$ cat src/rtl/mi_stride_pkg.sv
// Shared types for the moving-inversions stride tester.
// Assumes: nothing beyond IEEE 1800-2017.
package mi_stride_pkg;

    // Sequencer states of the engine.
    typedef enum logic [3:0] {
        ST_IDLE,
        ST_FILL,
        ST_SWEEP,
        ST_RD_PRE,
        ST_CMP_PRE,
        ST_RD_POST,
        ST_CMP_POST,
        ST_BIT_END,
        ST_FIN
    } mi_state_e;

    // Byte distance between consecutive words.
    localparam int WORD_BYTES = 4;

endpackage

$ cat src/rtl/mi_pattern_gen.sv
// Pattern generator: tracks the phase (raise or lower), the current bit and
// the expected word content, and forms the value to write for this bit.
// Assumes: bit_adv is pulsed once when the sweep for the current bit ends.
module mi_pattern_gen #(
    parameter int WORD_W = 32
) (
    input  logic              clk,
    input  logic              rst_n,
    input  logic              init,
    input  logic              bit_adv,
    output logic [WORD_W-1:0] exp_word,
    output logic [WORD_W-1:0] wr_word,
    output logic              pat_last
);
    localparam int IW = $clog2(WORD_W);
    localparam logic [IW-1:0] LAST_BIT = IW'(WORD_W - 1);

    logic              lower_q;
    logic [IW-1:0]     bit_q;
    logic [WORD_W-1:0] exp_q;
    logic [WORD_W-1:0] bit_sel;

    // Form the one-hot bit and the value written during this bit's sweep.
    always_comb begin
        bit_sel  = {{(WORD_W-1){1'b0}}, 1'b1} << bit_q;
        wr_word  = lower_q ? (exp_q & ~bit_sel) : (exp_q | bit_sel);
        exp_word = exp_q;
        pat_last = lower_q && (bit_q == LAST_BIT);
    end

    // Step through the bits of both phases and carry the expected value.
    always_ff @(posedge clk) begin
        if (!rst_n || init) begin
            lower_q <= 1'b0;
            bit_q   <= '0;
            exp_q   <= '0;
        end else if (bit_adv) begin
            if (bit_q == LAST_BIT) begin
                bit_q <= '0;
                if (lower_q) begin
                    lower_q <= 1'b0;
                    exp_q   <= '0;
                end else begin
                    lower_q <= 1'b1;
                    exp_q   <= '1;
                end
            end else begin
                bit_q <= bit_q + 1'b1;
                exp_q <= wr_word;
            end
        end
    end

endmodule

$ cat src/rtl/mi_addr_walker.sv
// Address walker: holds the current address, the stride and the offset
// inside the stride, and reports where the walk stands against the window.
// Assumes: base and end are word aligned and stable during a run;
// MAX_STRIDE is a power of two no larger than 2**ADDR_W.
module mi_addr_walker #(
    parameter int ADDR_W     = 24,
    parameter int MAX_STRIDE = 32'h0008_0000
) (
    input  logic              clk,
    input  logic              rst_n,
    input  logic              init,
    input  logic [ADDR_W-1:0] base_addr,
    input  logic [ADDR_W-1:0] end_addr,
    input  logic              fill_step,
    input  logic              sweep_load,
    input  logic              addr_step,
    input  logic              off_adv,
    output logic [ADDR_W-1:0] cur_addr,
    output logic              cur_in_range,
    output logic              next_in_range,
    output logic              strides_done
);
    import mi_stride_pkg::*;

    localparam int XW = ADDR_W + 1;
    localparam logic [XW-1:0] STEP  = XW'(WORD_BYTES);
    localparam logic [XW-1:0] LIMIT = XW'(MAX_STRIDE);

    logic [XW-1:0] cur_q;
    logic [XW-1:0] stride_q;
    logic [XW-1:0] off_q;
    logic [XW-1:0] end_x;
    logic [XW-1:0] next_x;

    // Range checks against the exclusive end bound, one bit wider to avoid wrap.
    always_comb begin
        end_x         = {1'b0, end_addr};
        next_x        = cur_q + stride_q;
        cur_in_range  = cur_q < end_x;
        next_in_range = next_x < end_x;
        strides_done  = stride_q >= LIMIT;
        cur_addr      = cur_q[ADDR_W-1:0];
    end

    // Advance address, offset and stride as the sequencer asks.
    always_ff @(posedge clk) begin
        if (!rst_n) begin
            cur_q    <= '0;
            stride_q <= STEP;
            off_q    <= '0;
        end else if (init) begin
            cur_q    <= {1'b0, base_addr};
            stride_q <= STEP;
            off_q    <= '0;
        end else begin
            if (fill_step) begin
                cur_q <= cur_q + STEP;
            end else if (sweep_load) begin
                cur_q <= {1'b0, base_addr} + off_q;
            end else if (addr_step) begin
                cur_q <= next_x;
            end
            if (off_adv) begin
                if (off_q + STEP == stride_q) begin
                    off_q    <= '0;
                    stride_q <= stride_q << 1;
                end else begin
                    off_q <= off_q + STEP;
                end
            end
        end
    end

endmodule

$ cat src/rtl/mi_word_cmp.sv
// Word comparator: forms the bitwise difference between the word read and
// the word expected, and flags any difference.
// Assumes: the inputs are valid in the cycle in which the caller uses miss.
module mi_word_cmp #(
    parameter int WORD_W = 32
) (
    input  logic [WORD_W-1:0] observed,
    input  logic [WORD_W-1:0] expected,
    output logic [WORD_W-1:0] diff,
    output logic              miss
);
    // Bitwise difference and its reduction.
    always_comb begin
        diff = observed ^ expected;
        miss = |diff;
    end

endmodule

$ cat src/rtl/mi_stride_tester.sv
// Moving-inversions stride tester top: zero-fills the window, then runs a
// raise phase and a lower phase per stride offset, checking each word before
// and after every single-bit write, and stops on the first mismatch.
// Assumes: one-cycle read latency on the memory port; base and end word
// aligned and held stable while a run is in progress.
module mi_stride_tester #(
    parameter int ADDR_W     = 24,
    parameter int WORD_W     = 32,
    parameter int MAX_STRIDE = 32'h0008_0000
) (
    input  logic              clk,
    input  logic              rst_n,
    input  logic              start,
    input  logic [ADDR_W-1:0] base_addr,
    input  logic [ADDR_W-1:0] end_addr,
    output logic              mem_en,
    output logic              mem_we,
    output logic [ADDR_W-1:0] mem_addr,
    output logic [WORD_W-1:0] mem_wdata,
    input  logic [WORD_W-1:0] mem_rdata,
    output logic              done,
    output logic              err,
    output logic [WORD_W-1:0] err_mask
);
    import mi_stride_pkg::*;

    mi_state_e         state_q, state_d;
    logic              run_init;
    logic              fill_step, sweep_load, addr_step, off_adv, bit_adv;
    logic              cur_in_range, next_in_range, strides_done;
    logic [ADDR_W-1:0] cur_addr;
    logic [WORD_W-1:0] exp_word, wr_word, cmp_ref, cmp_diff;
    logic              pat_last, cmp_miss;
    logic              hit_err, hit_end;
    logic              done_q, err_q;
    logic [WORD_W-1:0] mask_q;

    mi_addr_walker #(
        .ADDR_W    (ADDR_W),
        .MAX_STRIDE(MAX_STRIDE)
    ) walk_i (
        .clk          (clk),
        .rst_n        (rst_n),
        .init         (run_init),
        .base_addr    (base_addr),
        .end_addr     (end_addr),
        .fill_step    (fill_step),
        .sweep_load   (sweep_load),
        .addr_step    (addr_step),
        .off_adv      (off_adv),
        .cur_addr     (cur_addr),
        .cur_in_range (cur_in_range),
        .next_in_range(next_in_range),
        .strides_done (strides_done)
    );

    mi_pattern_gen #(
        .WORD_W(WORD_W)
    ) pat_i (
        .clk     (clk),
        .rst_n   (rst_n),
        .init    (run_init),
        .bit_adv (bit_adv),
        .exp_word(exp_word),
        .wr_word (wr_word),
        .pat_last(pat_last)
    );

    mi_word_cmp #(
        .WORD_W(WORD_W)
    ) cmp_i (
        .observed(mem_rdata),
        .expected(cmp_ref),
        .diff    (cmp_diff),
        .miss    (cmp_miss)
    );

    // Pick the compare reference: pre-write value or the value just written.
    always_comb begin
        cmp_ref = (state_q == ST_CMP_POST) ? wr_word : exp_word;
    end

    // Sequencer: memory requests, walker and pattern controls, next state.
    always_comb begin
        state_d    = state_q;
        run_init   = 1'b0;
        fill_step  = 1'b0;
        sweep_load = 1'b0;
        addr_step  = 1'b0;
        off_adv    = 1'b0;
        bit_adv    = 1'b0;
        hit_err    = 1'b0;
        hit_end    = 1'b0;
        mem_en     = 1'b0;
        mem_we     = 1'b0;
        mem_wdata  = '0;
        unique case (state_q)
            ST_IDLE, ST_FIN: begin
                if (start) begin
                    run_init = 1'b1;
                    state_d  = ST_FILL;
                end
            end
            ST_FILL: begin
                if (cur_in_range) begin
                    mem_en    = 1'b1;
                    mem_we    = 1'b1;
                    fill_step = 1'b1;
                end else begin
                    state_d = ST_SWEEP;
                end
            end
            ST_SWEEP: begin
                if (strides_done) begin
                    hit_end = 1'b1;
                    state_d = ST_FIN;
                end else begin
                    sweep_load = 1'b1;
                    state_d    = ST_RD_PRE;
                end
            end
            ST_RD_PRE: begin
                if (cur_in_range) begin
                    mem_en  = 1'b1;
                    state_d = ST_CMP_PRE;
                end else begin
                    state_d = ST_BIT_END;
                end
            end
            ST_CMP_PRE: begin
                if (cmp_miss) begin
                    hit_err = 1'b1;
                    state_d = ST_FIN;
                end else begin
                    mem_en    = 1'b1;
                    mem_we    = 1'b1;
                    mem_wdata = wr_word;
                    state_d   = ST_RD_POST;
                end
            end
            ST_RD_POST: begin
                mem_en  = 1'b1;
                state_d = ST_CMP_POST;
            end
            ST_CMP_POST: begin
                if (cmp_miss) begin
                    hit_err = 1'b1;
                    state_d = ST_FIN;
                end else if (next_in_range) begin
                    addr_step = 1'b1;
                    state_d   = ST_RD_PRE;
                end else begin
                    state_d = ST_BIT_END;
                end
            end
            ST_BIT_END: begin
                bit_adv = 1'b1;
                off_adv = pat_last;
                state_d = ST_SWEEP;
            end
            default: state_d = ST_IDLE;
        endcase
    end

    // Memory address always follows the walker.
    always_comb begin
        mem_addr = cur_addr;
    end

    // State register.
    always_ff @(posedge clk) begin
        if (!rst_n) begin
            state_q <= ST_IDLE;
        end else begin
            state_q <= state_d;
        end
    end

    // Result registers: cleared on a new run, captured at the finish.
    always_ff @(posedge clk) begin
        if (!rst_n || run_init) begin
            done_q <= 1'b0;
            err_q  <= 1'b0;
            mask_q <= '0;
        end else if (hit_err) begin
            done_q <= 1'b1;
            err_q  <= 1'b1;
            mask_q <= cmp_diff;
        end else if (hit_end) begin
            done_q <= 1'b1;
        end
    end

    assign done     = done_q;
    assign err      = err_q;
    assign err_mask = mask_q;

endmodule

$ cat config.mk
export PLATFORM = sky130hd
export DESIGN_NAME = mi_stride_tester
export DESIGN_NICKNAME = d
export VERILOG_FILES = /design/src/rtl/mi_stride_pkg.sv /design/src/rtl/mi_pattern_gen.sv /design/src/rtl/mi_addr_walker.sv /design/src/rtl/mi_word_cmp.sv /design/src/rtl/mi_stride_tester.sv
export SDC_FILE = /design/constraint.sdc
export NUM_CORES = 1
export LEC_CHECK = 0
export ABC_AREA = 1
export BUFFER_PORTS_ARGS = -buffer_cell sky130_fd_sc_hd__buf_2
export CORE_MARGIN = 2
export CORE_UTILIZATION = 60
export DETAILED_ROUTE_END_ITERATION = 12
export HOLD_SLACK_MARGIN = 0.12
export PLACE_DENSITY = 0.89
export SYNTH_ARGS = -nofsm -noshare
export SYNTH_HDL_FRONTEND = slang
export SYNTH_HIERARCHICAL = 1
export SYNTH_SLANG_ARGS = --single-unit
$ cat constraint.sdc
create_clock -name clk -period 14.09 [get_ports clk]
set_clock_uncertainty 0.15 [all_clocks]
set_input_delay 1.409 -clock clk [delete_from_list [all_inputs] [get_ports clk]]
set_output_delay 1.409 -clock clk [all_outputs]
set_load 0.03 [all_outputs]
==> metrics list <==
* Crit share post-route: about half
- Outcome: finished clean
- Max-slew violation total from the final report: 0
* PortBufs: 174
- After clock tree synthesis, the clock-pin slew on the worst setup and hold paths is 80 ps.
* CTS H-tree lvls: 4
* Hold violation total from the final report: 0
- Total instance count after detailed placement: 2,739
- Counting the buffers created by CTS gives 17.
* Number of antenna violations at the first check in global routing: 1
- #FFs+latches synth: about 150
* # nets final: 2,655
- Buffers inserted by post-CTS timing repair: 0
- The min-delay analysis places its worst path in the category flop to flop.
- Adding up every negative setup slack in the final design gives 0 ps.
* Final cell area excluding filler cells: 15,200 um2
* Synthesis Warnings: 6
- The internal power of the cells totals 0.924 mW.
- Across the run, the number of max-cap violations was 0.
* Synthesized instance count: 2,373
- Row cnt: 55
- The HPWL after detailed placement is about 37 mm.
- Clock Sink Count: about 150
- Maximum vdd ir drop: 0.0779 mV
- After synthesis the cells add up to between 10,000 and 15,000 um2.
* Net count after synthesis: 2,555
- Number of top-level design ports: 175
- The initial utilization of the core area, before any placement, comes to between 60% and 70%.
- Measured slew at the worst slew-check pin: between 1000 and 1500 ps
* Share of flip-flops with an asynchronous set or reset: 0%
- Entering global routing, the biggest net connects 45 pins.
- Number of cells upsized or downsized after cts: 0
- Once routing completed, OpenROAD measured the worst setup slack at just over 7000 ps.
* Chip width: 156 um
* Predominant post-synthesis flop cell: sky130_fd_sc_hd__dfxtp_1
- Root buffer cell: sky130_fd_sc_hd__clkbuf_16
* Maximum buffer depth of the clock tree: 2
* Combinational Power Share: between 40% and 50%
* Total number of vias: approximately 16,000
- Total overflow reported by the global router: 0
- Total die area: 24,500 um2
* Syn Area/Cell: between 5 and 6 um2
* Setup-failing EPs final: 0
- Clk_lat worst skew: 440 ps
- In the final routed layout, each cell accounts on average for 17.1 um.
* Clock tree from TritonCTS: done
* Share of power burned in the clock network: 26.6%
- Vertical die dimension: 156 um
* Final cell count without fillers: 2,773
- Sequential share of power: 30.5%
- Leakage component of the power: 7.40 nW
* Number of hold buffers added after cts: 0
- Compared with the post-synthesis result, the final layout area differs by 8.81%.
- Gr usage total: 38.1%
- After detailed routing, the number of remaining DRC violations is 0.
- By startpoint and endpoint, the worst setup path is classified as flop to primary output.
- Summed over its instances, the top area cell type makes up a little over a fifth of the synthesized netlist area.
- Headroom to the max-slew limit came out at about 16%.
- Sequential cells were found to cover 21.1% of the synthesized design area.
* Pwr Density: ~120 nW/um2
* Area of the placeable core: approximately 23,000 um2
* GP Congestion: 0.983
* Unique masters post-synth: 52
- Switching Fraction: 47.2%
- Minimum clock period after layout: between 6000 and 7000 ps
* Initial DRC count: 1,872
- Instance area after placement: between 10,000 and 15,000 um2
* Maximum clock frequency: 145 MHz
- Synth area leader: sky130_fd_sc_hd__dfxtp_1
- Counting flops with a built-in enable in the synthesized netlist gives 0.
* Worst path arrival time: 5320 ps
- DRT antenna net count: 0
- STA classifies the critical path startpoint as a flop.
- Final wirelength: approximately 47 mm
- Worst Setup Slack post-DPL: 7700 ps
- Of all nets on the critical path, the largest fanout is 33.
* Capturing element type of the critical path: primary output
- Measured on the finished design, the core utilization comes to 66.9%.
* Setup repair after global routing missed its margin: no
* Required time at the worst-slack endpoint: 12,530 ps
- Largest cells by area after synthesis: sky130_fd_sc_hd__dfxtp_1 (21%), sky130_fd_sc_hd__nand2_1 (20%), sky130_fd_sc_hd__ha_1 (8.8%), sky130_fd_sc_hd__inv_1 (8.4%), sky130_fd_sc_hd__nor2_1 (6.9%)
- Layout cell share with drive strength beyond 1: 11.3%
* Vias in the first global route: 14,165
* Net Sw Power: 0.825 mW
* Global-route wire length before repair: 73.1 mm
- The first detailed-routing pass ran for 8 iterations.
- After detailed routing, the number of vias per cell comes to 5.77.
==> layout by cell type, fill, tap and decap left out, types with 5 or more instances in the layout <==
cell type	count
sky130_fd_sc_hd__o21ai_2	6
sky130_fd_sc_hd__ha_1	98
sky130_fd_sc_hd__clkinv_8	5
sky130_fd_sc_hd__nor2_2	13
sky130_fd_sc_hd__nand2_1	749
sky130_fd_sc_hd__nand4_1	49
sky130_fd_sc_hd__inv_2	18
sky130_fd_sc_hd__xnor2_1	13
sky130_fd_sc_hd__o211ai_1	7
sky130_fd_sc_hd__buf_2	174
sky130_fd_sc_hd__nor3_1	25
sky130_fd_sc_hd__a21boi_0	8
sky130_fd_sc_hd__and2_1	12
sky130_fd_sc_hd__inv_1	313
sky130_fd_sc_hd__o2111ai_1	6
sky130_fd_sc_hd__o21ai_0	89
sky130_fd_sc_hd__a21oi_2	10
sky130_fd_sc_hd__o21a_1	6
sky130_fd_sc_hd__dfxtp_1	147
sky130_fd_sc_hd__nand3b_1	13
sky130_fd_sc_hd__o21bai_1	13
sky130_fd_sc_hd__clkbuf_16	17
sky130_fd_sc_hd__nor2_1	257
sky130_fd_sc_hd__or2_2	5
sky130_fd_sc_hd__xor2_1	18
sky130_fd_sc_hd__o221ai_1	8
sky130_fd_sc_hd__a21oi_1	179
sky130_fd_sc_hd__nor2_4	7
sky130_fd_sc_hd__o21ai_1	13
sky130_fd_sc_hd__buf_4	5
sky130_fd_sc_hd__nand3_1	157
==> power groups by stage <==
| stage | sequential, mW | combinational, mW | clock (mW) |
|---|---|---|---|
| floorplan | 0.507 | 0.567 | 0 |
| finish | 0.534 | 0.750 | 0.466 |
| global route | 0.537 | 0.827 | 0.484 |
| CTS | 0.530 | 0.729 | 0.467 |
| detailed placement | 0.539 | 0.725 | 0 |
| global placement | 0.538 | 0.710 | 0 |
==> per-stage QoR <==
stage               power (mW)  hold WS, ps
global placement          1.25          300
CTS                       1.73          316
floorplan                 1.07          294
global route              1.85          338
finish                    1.75          314
detailed placement        1.26          305
==> worst paths after layout <==
check                   from               end  slack [ps]  cells past startpoint
max           pat_i/bit_q[4]            mem_we        7210                     20
min             err_mask[19]      err_mask[19]         310                      2
max reg2reg  walk_i/cur_q[2]  walk_i/cur_q[13]        7750                     29
min reg2reg     err_mask[19]      err_mask[19]         310                      2
==> cells by family (layout without fill, tap and decap cells) <==
kind of cell | count (synthesis) | count (layout) | synth area share, %
buffers and inverters | 432 | 545 | 13.6
XOR/XNOR | 34 | 34 | 2.44
other | 0 | 2 | 0
adder cells (fa/ha/maj) | 99 | 99 | 8.93
flip-flops | 147 | 147 | 21.1
AO/OA/AOI/OAI | 361 | 361 | 14.8
AND/OR/NAND/NOR | 1300 | 1300 | 39.2
==> synthesized netlist by cell type (all sizes together), types with 5 or more instances <==
library cell and count:
nand3 161, nor3 25, o21a 6, o221ai 8, nor2 277, inv 331
a21oi 189, o21bai 13, nand4 49, xnor2 13, clkbuf 28, o2111ai 6
o211ai 7, o21ai 109, nand3b 13, a21boi 8, or2 5, and2 12
ha 98, dfxtp 147, nand2 753, buf 70, xor2 18
==> registers in the layout, summed over array words and instances (netlist names) <==
name / count
pat_i/bit_q: 5
walk_i/off_q: 23
pat_i/lower_q: 1
walk_i/stride_q: 23
err_mask: 32
done: 1
pat_i/exp_word: 32
err: 1
walk_i/cur_q: 25
state_q: 4
==> worst max-delay path, cell delays in order (launching register included) <==
cell and delay (ps):
sky130_fd_sc_hd__dfxtp_1 1050, sky130_fd_sc_hd__inv_2 520, sky130_fd_sc_hd__nand3_1 170, sky130_fd_sc_hd__nand2_1 60, sky130_fd_sc_hd__nand2_1 90, sky130_fd_sc_hd__inv_1 50, sky130_fd_sc_hd__o21ai_0 580, sky130_fd_sc_hd__inv_1 100
sky130_fd_sc_hd__nand2_1 80, sky130_fd_sc_hd__nand2_1 60, sky130_fd_sc_hd__nand2_1 60, sky130_fd_sc_hd__nor2_1 40, sky130_fd_sc_hd__nand2_1 70, sky130_fd_sc_hd__nor2_1 50, sky130_fd_sc_hd__nand2_1 240, sky130_fd_sc_hd__inv_1 100
sky130_fd_sc_hd__nand3_1 160, sky130_fd_sc_hd__nor2_1 80, sky130_fd_sc_hd__inv_1 770, sky130_fd_sc_hd__nand2_1 260, sky130_fd_sc_hd__buf_2 280
==> area by class of cell <==
class / count / area, um2
multi-input combinational: 1794 / 9120
fill: 2153 / 7530
sequential: 147 / 2940
inverter: 334 / 1250
timing repair buffer: 179 / 908
clock buffer: 18 / 429
tap: 285 / 357
clock inverter: 14 / 168
antenna: 2 / 5.00
==> per-layer routing <==
metal	vias to the layer above	wire length, um	GRT usage (%)
li1	7800	-	-
met1	7216	20200	54.0
met2	904	20300	58.2
met3	86	5790	8.50
met4	0	1170	10.2
met5	-	0	0
Note: power is estimated with default switching activity, not from simulation.
